$ cat config.mk
export PLATFORM = sky130hd
export DESIGN_NAME = ms_tick_corrector
export DESIGN_NICKNAME = d
export VERILOG_FILES = /design/src/rtl/mtc_pkg.sv /design/src/rtl/mtc_post_slot.sv /design/src/rtl/mtc_dither.sv /design/src/rtl/mtc_ovf_mask.sv /design/src/rtl/ms_tick_corrector.sv
export SDC_FILE = /design/constraint.sdc
export NUM_CORES = 1
export LEC_CHECK = 0
export BUFFER_PORTS_ARGS = -buffer_cell sky130_fd_sc_hd__buf_2
export CORE_AREA = 2 2 147 220
export CTS_CLUSTER_DIAMETER = 30
export DETAILED_ROUTE_END_ITERATION = 10
export DIE_AREA = 0 0 149 222
export PLACE_DENSITY = 0.71
export SLEW_MARGIN = 5
export SYNTH_ARGS = -nofsm -noshare
export SYNTH_HDL_FRONTEND = slang
export SYNTH_HIERARCHICAL = 1
export SYNTH_SLANG_ARGS = --single-unit
$ cat constraint.sdc
create_clock -name clk -period 3.8 [get_ports clk]
set_clock_uncertainty 0.1 [all_clocks]
set_input_delay 0.95 -clock clk [delete_from_list [all_inputs] [get_ports clk]]
set_output_delay 0.95 -clock clk [all_outputs]
set_load 0.01 [all_outputs]
$ cat src/rtl/mtc_pkg.sv
package mtc_pkg;

   localparam int unsigned SEL_W      = 3;
   localparam int unsigned NUM_POSTED = 5;

   typedef enum logic [SEL_W-1:0] {
      SEL_PINC = 3'd0,
      SEL_NINC = 3'd1,
      SEL_CNT  = 3'd2,
      SEL_OCNT = 3'd3,
      SEL_WRAP = 3'd4,
      SEL_CLR  = 3'd5
   } mtc_sel_e;

endpackage

$ cat src/rtl/mtc_post_slot.sv
module mtc_post_slot #(
   parameter int unsigned W = 32
) (
   input  logic         clk,
   input  logic         rst_n,
   input  logic         wr,
   input  logic [W-1:0] wdata,
   input  logic         tick,
   output logic         pend,
   output logic [W-1:0] stage,
   output logic         apply
);

   always_ff @(posedge clk or negedge rst_n) begin
      if (!rst_n) begin
         pend  <= 1'b0;
         stage <= '0;
      end else if (wr) begin
         pend  <= 1'b1;
         stage <= wdata;
      end else if (tick) begin
         pend  <= 1'b0;
      end
   end

   // a write landing on a tick cycle waits for the following tick
   assign apply = pend & tick & ~wr;

   a_r7_set_pend: assert property (@(posedge clk) disable iff (!rst_n)
      wr |=> pend);
   a_r7_drop_on_tick: assert property (@(posedge clk) disable iff (!rst_n)
      (pend && tick && !wr) |=> !pend);
   a_r7_hold_stage: assert property (@(posedge clk) disable iff (!rst_n)
      (pend && !tick && !wr) |=> (pend && $stable(stage)));

endmodule

$ cat src/rtl/mtc_dither.sv
module mtc_dither #(
   parameter int unsigned      CNT_W       = 32,
   parameter int unsigned      ACC_W       = 32,
   parameter int unsigned      SHORT_TICKS = 32,
   parameter logic [ACC_W-1:0] PINC_RST    = '0,
   parameter logic [ACC_W-1:0] NINC_RST    = '0
) (
   input  logic             clk,
   input  logic             rst_n,
   input  logic             tick,
   input  logic             cnt_ld,
   input  logic [CNT_W-1:0] cnt_ld_val,
   input  logic             pinc_ld,
   input  logic [ACC_W-1:0] pinc_val,
   input  logic             ninc_ld,
   input  logic [ACC_W-1:0] ninc_val,
   output logic             ovf
);

   localparam logic [CNT_W-1:0] CNT_MAX    = '1;
   localparam logic [CNT_W-1:0] LOAD_SHORT = ~CNT_W'(SHORT_TICKS - 1);
   localparam logic [CNT_W-1:0] LOAD_LONG  = ~CNT_W'(SHORT_TICKS);

   logic [CNT_W-1:0] cnt;
   logic [ACC_W-1:0] acc;
   logic [ACC_W-1:0] pinc;
   logic [ACC_W-1:0] ninc;
   logic             at_max;
   logic             acc_neg;

   assign at_max  = (cnt == CNT_MAX);
   assign acc_neg = acc[ACC_W-1];
   assign ovf     = tick & at_max & ~cnt_ld;

   always_ff @(posedge clk or negedge rst_n) begin
      if (!rst_n) begin
         pinc <= PINC_RST;
         ninc <= NINC_RST;
      end else begin
         if (pinc_ld) pinc <= pinc_val;
         if (ninc_ld) ninc <= ninc_val;
      end
   end

   always_ff @(posedge clk or negedge rst_n) begin
      if (!rst_n) begin
         cnt <= LOAD_SHORT;
         acc <= '0;
      end else if (cnt_ld) begin
         cnt <= cnt_ld_val;
      end else if (ovf) begin
         cnt <= acc_neg ? LOAD_LONG : LOAD_SHORT;
         acc <= acc + (acc_neg ? pinc : ninc);
      end else if (tick) begin
         cnt <= cnt + CNT_W'(1);
      end
   end

   a_r2_step: assert property (@(posedge clk) disable iff (!rst_n)
      (tick && !cnt_ld && !at_max) |=> (cnt == $past(cnt) + CNT_W'(1)));
   a_r2_idle: assert property (@(posedge clk) disable iff (!rst_n)
      (!tick && !cnt_ld) |=> $stable(cnt));
   a_r3_long: assert property (@(posedge clk) disable iff (!rst_n)
      (ovf && acc_neg) |=> (cnt == LOAD_LONG));
   a_r3_short: assert property (@(posedge clk) disable iff (!rst_n)
      (ovf && !acc_neg) |=> (cnt == LOAD_SHORT));
   a_r8_replace: assert property (@(posedge clk) disable iff (!rst_n)
      cnt_ld |=> (cnt == $past(cnt_ld_val)));

endmodule

$ cat src/rtl/mtc_ovf_mask.sv
module mtc_ovf_mask #(
   parameter int unsigned OVF_W = 24
) (
   input  logic             clk,
   input  logic             rst_n,
   input  logic             ovf,
   input  logic             ocnt_ld,
   input  logic [OVF_W-1:0] ocnt_val,
   input  logic             wrap_ld,
   input  logic [OVF_W-1:0] wrap_val,
   input  logic             clr,
   output logic             flag
);

   logic [OVF_W-1:0] ocnt;
   logic [OVF_W-1:0] wrap;
   logic             hit;

   assign hit = ovf & (ocnt == wrap);

   always_ff @(posedge clk or negedge rst_n) begin
      if (!rst_n) begin
         ocnt <= '0;
         wrap <= '0;
      end else begin
         if (wrap_ld) wrap <= wrap_val;
         if (ocnt_ld)  ocnt <= ocnt_val;
         else if (ovf) ocnt <= hit ? '0 : ocnt + OVF_W'(1);
      end
   end

   always_ff @(posedge clk or negedge rst_n) begin
      if (!rst_n)   flag <= 1'b0;
      else if (hit) flag <= 1'b1;
      else if (clr) flag <= 1'b0;
   end

   a_r5_rise_on_ovf: assert property (@(posedge clk) disable iff (!rst_n)
      $rose(flag) |-> $past(ovf));
   a_r5_masked_step: assert property (@(posedge clk) disable iff (!rst_n)
      (ovf && !ocnt_ld && (ocnt != wrap)) |=> (ocnt == $past(ocnt) + OVF_W'(1)));
   a_r6_sticky: assert property (@(posedge clk) disable iff (!rst_n)
      (flag && !clr) |=> flag);
   a_r6_clear: assert property (@(posedge clk) disable iff (!rst_n)
      (clr && !hit) |=> !flag);

endmodule

$ cat src/rtl/ms_tick_corrector.sv
module ms_tick_corrector import mtc_pkg::*; #(
   parameter int unsigned      DATA_W      = 32,
   parameter int unsigned      CNT_W       = 32,
   parameter int unsigned      ACC_W       = 32,
   parameter int unsigned      OVF_W       = 24,
   parameter int unsigned      SHORT_TICKS = 32,
   parameter logic [ACC_W-1:0] PINC_RST    = 32'h0003_8A40,
   parameter logic [ACC_W-1:0] NINC_RST    = 32'hFFF4_4800
) (
   input  logic                  clk,
   input  logic                  rst_n,
   input  logic                  tick_en,
   input  logic                  wr_en,
   input  logic [SEL_W-1:0]      wr_sel,
   input  logic [DATA_W-1:0]     wr_data,
   output logic [NUM_POSTED-1:0] wr_pend,
   output logic                  irq
);

   if (CNT_W > DATA_W) begin : g_bad_cnt_w
      $error("CNT_W must not exceed DATA_W");
   end
   if (ACC_W != DATA_W) begin : g_bad_acc_w
      $error("ACC_W must equal DATA_W");
   end
   if (OVF_W > DATA_W) begin : g_bad_ovf_w
      $error("OVF_W must not exceed DATA_W");
   end
   if (SHORT_TICKS < 2) begin : g_bad_short
      $error("SHORT_TICKS must be at least 2");
   end

   logic [ACC_W-1:0] inc_stage [2];
   logic [1:0]       inc_apply;
   logic [OVF_W-1:0] ovf_stage [2];
   logic [1:0]       ovf_apply;
   logic [CNT_W-1:0] cnt_stage;
   logic             cnt_apply;
   logic             ovf_evt;
   logic             clr;

   // correction slots: select 0 and 1
   for (genvar i = 0; i < 2; i++) begin : g_inc_slot
      mtc_post_slot #(.W(ACC_W)) u_slot (
         .clk   (clk),
         .rst_n (rst_n),
         .wr    (wr_en && (wr_sel == SEL_W'(int'(SEL_PINC) + i))),
         .wdata (wr_data[ACC_W-1:0]),
         .tick  (tick_en),
         .pend  (wr_pend[int'(SEL_PINC) + i]),
         .stage (inc_stage[i]),
         .apply (inc_apply[i])
      );
   end

   mtc_post_slot #(.W(CNT_W)) u_cnt_slot (
      .clk   (clk),
      .rst_n (rst_n),
      .wr    (wr_en && (wr_sel == SEL_CNT)),
      .wdata (wr_data[CNT_W-1:0]),
      .tick  (tick_en),
      .pend  (wr_pend[int'(SEL_CNT)]),
      .stage (cnt_stage),
      .apply (cnt_apply)
   );

   // mask slots: select 3 and 4
   for (genvar j = 0; j < 2; j++) begin : g_ovf_slot
      mtc_post_slot #(.W(OVF_W)) u_slot (
         .clk   (clk),
         .rst_n (rst_n),
         .wr    (wr_en && (wr_sel == SEL_W'(int'(SEL_OCNT) + j))),
         .wdata (wr_data[OVF_W-1:0]),
         .tick  (tick_en),
         .pend  (wr_pend[int'(SEL_OCNT) + j]),
         .stage (ovf_stage[j]),
         .apply (ovf_apply[j])
      );
   end

   assign clr = wr_en && (wr_sel == SEL_CLR) && wr_data[0];

   mtc_dither #(
      .CNT_W       (CNT_W),
      .ACC_W       (ACC_W),
      .SHORT_TICKS (SHORT_TICKS),
      .PINC_RST    (PINC_RST),
      .NINC_RST    (NINC_RST)
   ) u_dither (
      .clk        (clk),
      .rst_n      (rst_n),
      .tick       (tick_en),
      .cnt_ld     (cnt_apply),
      .cnt_ld_val (cnt_stage),
      .pinc_ld    (inc_apply[0]),
      .pinc_val   (inc_stage[0]),
      .ninc_ld    (inc_apply[1]),
      .ninc_val   (inc_stage[1]),
      .ovf        (ovf_evt)
   );

   mtc_ovf_mask #(.OVF_W(OVF_W)) u_mask (
      .clk      (clk),
      .rst_n    (rst_n),
      .ovf      (ovf_evt),
      .ocnt_ld  (ovf_apply[0]),
      .ocnt_val (ovf_stage[0]),
      .wrap_ld  (ovf_apply[1]),
      .wrap_val (ovf_stage[1]),
      .clr      (clr),
      .flag     (irq)
   );

   a_r2_no_ovf_without_tick: assert property (@(posedge clk) disable iff (!rst_n)
      !tick_en |-> !ovf_evt);

endmodule

==> impl_metrics.ini, run 1 <==
[global_routing]
grt_overflow = 0
grt_pass1_vias = 11900
track_usage_pct = 24.9
antenna_found_initial = 0
grt_pass1_wl_um = 64700
grt_max_degree = 80

[clock_tree]
clock_latency_ns = 0.58
cts_resized = 0
cts_tree = built
clock_sinks = 326
post-cts-setup-buffer-count = 0
clk_pin_slew_worst_paths_ns = 0.06
ctsHoldBuffers = 0
cts-root-buf = clkbuf_16
htreeDepth = 2
cts_buffer_depth = 3
numCtsBuffers = 51

[worst_setup_path]
cp_max_fo = 27
cp-end-kind = flip-flop
reg2reg_from = u_dither/acc[31]
r2r_setup_slack_ns = 0.27
arrival_ns = 3.90
slowest_delay_ns = 0.42
crit_family = compound AO/OA/AOI/OAI gates
crit_type = reg -> reg
startpoint = u_dither/acc[31]
cp_num_buf_inv = 1
crit_chain = buf_4 > mux2_2 > ha_1 > a21oi_1 > o21ai_0 > a21oi_1 > o21ai_0 > a21oi_2 > o21ai_1 > a311oi_2 > xor2_1 > o21ai_1
startpoint_type = flip-flop
cp_slowest_cell = mux2_2
required_ns = 4.16

[floorplan]
core_area_um2 = 31000
rows = 79
die_y_um = 222
die_area_um2 = 33100
fp.dieW_um = 149
start_util_pct = 54.4
ioPinCount = 45

[power_and_ir_drop]
power_mw = 12.7
powerDensity_nw_per_um2 = 658
p_leak_nw = 8.41
vdd_drop_max_mv = 0.435

[synth]
syn_nets = 1479
syn_inst = 1406
synth_edf_count = 0
yosysWarnings = 6
ys.flop_type = dfrtp_1
avgSynthCellArea_um2 = 12.0
async_flop_share_pct = 100
yosysTopAreaCellShare_pct = 41.2
syn_area_um2 = 16900
synth_cell_types = 87
seq_area_frac_synth_pct = 48.7
synth_seq_cells = 326
synth_top_cells_by_area = dfrtp_1, mux2_4, mux2_2
yosysTopAreaCell = dfrtp_1

[cells_and_area]
final_layout_size_suffix_gt1_share_pct = 35.4
finalNonFillerCells = 1906
fin_util_pct = 62.0
syn_to_final_growth_pct = 14.1
nNetsFinal = 1531
final_common_cell = dfrtp_1
design_area_um2 = 19300
diodes = 0
final_cell_mix = dfrtp_1, mux2_2, nand2_1, mux2_4, o21ai_0

[timing]
setup_viol = 0
min_period_ns = 3.53
fmax_mhz = 283
tightest_slew_ns = 1.07
fin_ws_ns = 0.265
holdWs_ns = 0.226
timing.slew.headroom_pct = 28.6
post-route-period-util_pct = 93.0
rsz0062_at_grt = false
hold_viol_final = 0
fin_setup_tns_ns = 0
final_max_slew_viol_count = 0

[drt]
vias = 11300
drt_wl_total_um = 40500
drtAntennaViolNets = 0
avgRoutedWirePerCell_um = 21.3
drc = 0
first_iter_violations = 652
via_per_inst = 5.95
firstDrtPassIters = 5

[worst_hold_path]
min_path_type = in -> async

[run_status]
status = finished clean

[run]
max_cap_viol_count = 0

[placement]
pre_cts_slack_ns = 0.282
portBuffers = 44
placed_area_um2 = 17400
place_congestion = 0.904
dp.final_hpwl_um = 27300
placed_cells = 1810
## layer usage
layer / wire [um] / track usage (%) / vias to the layer above
met2: 21100 / 44.9 / 303
met1: 15700 / 29.0 / 5738
li1: - / - / 5196
met5: 0 / 0 / -
met3: 1840 / 3.44 / 99
met4: 1810 / 11.6 / 0
## area by class of cell
type	count	area, um^2
clock inverter	39	520
inverter	30	118
multi-input combinational	970	8000
sequential	326	8220
tap	405	507
timing repair buffer	79	543
fill	2422	11800
clock buffer	57	1350
## flip-flops by register name (all words and copies together), names as in the netlist
signal and count:
u_dither/pinc 32, g_inc_slot.u_slot/pend 2, u_dither/acc 32, g_ovf_slot.u_slot/stage 48
u_cnt_slot/stage 32, u_mask/wrap 24, u_dither/cnt 32, u_cnt_slot/pend 1
g_inc_slot.u_slot/stage 64, u_mask/flag 1, u_mask/ocnt 24, g_ovf_slot.u_slot/pend 2
u_dither/ninc 32
## kinds of logic (layout without fill, tap and decap cells)
logic type / after synthesis / after routing / synth area share [%]
multiplexers: 273 / 273 / 20.8
XOR/XNOR: 54 / 54 / 2.80
AND/OR/NAND/NOR: 345 / 345 / 11.0
AO/OA/AOI/OAI: 264 / 264 / 9.90
flip-flops: 326 / 326 / 48.7
buffers and inverters: 110 / 205 / 4.21
adder cells (fa/ha/maj): 34 / 34 / 2.57
## Yosys cell counts, drive strengths merged (18+ instances only)
library cell / number
mux2: 262
ha: 33
nand3: 50
nand2: 125
nor3: 18
nor2: 45
o21ai: 89
dfstp: 48
dfrtp: 278
xor2: 18
a21oi: 61
inv: 28
xnor2: 36
a21o: 19
buf: 40
clkbuf: 40
and3: 27
## worst register-to-register path: stages, from the launching register on
cell and delay (ns):
dfrtp_1 0.39, buf_4 0.40, mux2_2 0.45, ha_1 0.37, a21oi_1 0.26, o21ai_0 0.12, a21oi_1 0.18, o21ai_0 0.12
a21oi_2 0.24, o21ai_1 0.18, a311oi_2 0.31, xor2_1 0.21, o21ai_1 0.08
## worst paths after layout
| path | cells after the start | to |
|---|---|---|
| worst min-delay path | 1 | g_ovf_slot[1].u_slot/stage[23] |
| min in group clk | 2 | u_dither/cnt[29] |
| max in group asynchronous | 2 | u_dither/ninc[31] |
| worst min register to register | 2 | u_dither/cnt[29] |
| worst max-delay path | 12 | u_dither/acc[28] |
| worst max register to register | 12 | u_dither/acc[28] |
## power by group
| part | leakage [nW] | internal [mW] | total [mW] | switching, mW |
|---|---|---|---|---|
| clock | 0.899 | 3.12 | 4.99 | 1.87 |
| combinational | 3.63 | 1.37 | 2.54 | 1.16 |
| sequential | 3.88 | 4.51 | 5.15 | 0.632 |
Note: power is estimated with default switching activity, not from simulation.
==> inputs of run 2 (changes only) <==
--- a/config.mk
+++ b/config.mk
@@ -10,6 +10,7 @@
 export CTS_CLUSTER_DIAMETER = 30
 export DETAILED_ROUTE_END_ITERATION = 10
 export DIE_AREA = 0 0 149 222
+export GPL_TIMING_DRIVEN = 0
 export PLACE_DENSITY = 0.71
 export SLEW_MARGIN = 5
 export SYNTH_ARGS = -nofsm -noshare
==> impl_metrics.ini, run 2 (synthesis results as in run 1) <==
[run_status]
status = finished clean

[cells_and_area]
final_layout_size_suffix_gt1_share_pct = 34.9
fillers = 2418
design_area_um2 = 19700
nNetsFinal = 1588
final_common_cell = dfrtp_1
largest_reg_flops = 64
syn_to_final_growth_pct = 16.7
final_cell_mix = dfrtp_1, mux2_2, nand2_1, mux2_4, o21ai_0
diodes = 0
reg.largest.list = g_inc_slot.u_slot/stage (64), g_ovf_slot.u_slot/stage (48)
largest_register = g_inc_slot.u_slot/stage

[worst_setup_path]
crit_type = reg -> reg
rr_endpoint = u_dither/acc[28]
required_ns = 4.15
arrival_ns = 3.95
startpoint_type = flip-flop
r2r_setup_slack_ns = 0.19
cp_max_fo = 10
worst_r2r_path_depth = 13
reg2reg_from = u_dither/acc[31]
cp-end-kind = flip-flop

[floorplan]
core_area_um2 = 31000
die_y_um = 222
ioPinCount = 45
die_area_um2 = 33100
rows = 79
start_util_pct = 54.4
fp.dieW_um = 149

[global_routing]
grt_overflow = 0
grt_pass1_vias = 12300
track_usage_pct = 26.8
grt_max_degree = 120
grt_pass1_wl_um = 68800
antenna_found_initial = 1

[drt]
drt_wl_total_um = 43200
vias = 11700
drtAntennaViolNets = 0
avgRoutedWirePerCell_um = 21.9
firstDrtPassIters = 5
first_iter_violations = 639
via_per_inst = 5.94
drc = 0

[timing]
tightest_slew_ns = 0.852
final_max_slew_viol_count = 0
min_period_ns = 3.61
fin_ws_ns = 0.195
rsz0062_at_grt = false
hold_viol_final = 0
timing.slew.headroom_pct = 43.2
setup_viol = 0
holdWs_ns = 0.300
fmax_mhz = 277
post-route-period-util_pct = 94.9

[clock_tree]
ctsHoldBuffers = 0
clock_sinks = 326
clock_latency_ns = 0.59
numCtsBuffers = 55
cts_buffer_depth = 3
cts_tree = built
cts-root-buf = clkbuf_16
clk_pin_slew_worst_paths_ns = 0.06
htreeDepth = 2

[power_and_ir_drop]
powerDensity_nw_per_um2 = 652
vdd_drop_max_mv = 0.482
p_leak_nw = 8.60

[worst_hold_path]
min_path_type = in -> async

[placement]
placed_area_um2 = 17700
dp.final_hpwl_um = 29800
place_congestion = 0.951
portBuffers = 44
pre_cts_slack_ns = -0.465

[run]
max_cap_viol_count = 0
==> run 2: cell count changes in the layout (fill, tap and decap cells not counted), sizes merged <==
cell and delta:
bufinv -3, clkinvlp -6, inv +7, clkbuf +44
buf +13, clkinv +6
==> run 2: cell type report <==
class / instances / area, um^2 / share of cell area, %
Sequential cell: 326 / 8220 / 41.7
Multi-Input combinational cell: 970 / 7960 / 40.4
Clock buffer: 61 / 1430 / 7.26
Buffer: 80 / 607 / 3.08
Clock inverter: 43 / 523 / 2.66
Tap cell: 405 / 507 / 2.57
Timing Repair Buffer: 52 / 330 / 1.68
Inverter: 30 / 118 / 0.597
==> run 2: report_power, final <==
part / total, mW / leakage [nW] / switching (mW) / internal [mW]
clock network: 5.11 / 0.958 / 2.00 / 3.12
logic: 2.57 / 3.77 / 1.19 / 1.38
registers: 5.15 / 3.88 / 0.639 / 4.51
==> run 2: worst max path at each step <==
stage	to	slack [ns]	from
2_1_floorplan	u_mask/ocnt[4]	0.27	wr_sel[2]
3_5_place_dp	u_mask/ocnt[14]	-0.47	wr_sel[2]
6_report	u_dither/acc[28]	0.19	u_dither/acc[31]
4_1_cts	u_dither/acc[28]	0.01	u_dither/acc[31]
3_3_place_gp	u_dither/acc[7]	-4.37	rst_n
5_1_grt	u_dither/acc[28]	0.03	u_dither/acc[31]
==> run 2: worst max-delay path, stage by stage (launching register included) <==
cell and delay, ns:
dfrtp_1 0.34, buf_4 0.20, buf_6 0.18, mux2_2 0.37
ha_1 0.36, a21oi_1 0.23, o22ai_1 0.17, o311ai_2 0.34
nor2_1 0.14, a21oi_2 0.26, o21ai_1 0.17, a311oi_2 0.34
xor2_1 0.18, o21ai_1 0.07
==> run 2: stage by stage <==
step           utilization, %  instances  setup TNS, ns  total power, mW
2_1_floorplan               -       1406              0             6.92
3_3_place_gp             56.7       1855       -1324.80             7.60
3_5_place_dp             56.9       1857         -11.08             7.72
4_1_cts                  63.2       1961              0             12.9
5_1_grt                  63.4       1967              0             13.4
6_report                 63.4       1967              0             12.8
==> run 2: per-layer routing <==
layer / track usage [%] / vias up / wire [um]
li1: - / 5313 / -
met1: 31.1 / 5900 / 16300
met2: 47.6 / 351 / 22700
met3: 4.05 / 117 / 2060
met4: 13.3 / 2 / 2090
met5: 0 / - / 15
==> run 2: timing repair <==
| action | CTS | global route |
|---|---|---|
| buffers inserted | 0 | 6 |
| pin swaps | 0 | 5 |
| resized for setup | 5 | 8 |
| endpoints found under the hold margin | 0 | 0 |
| endpoints found under the setup margin | 12 | 23 |
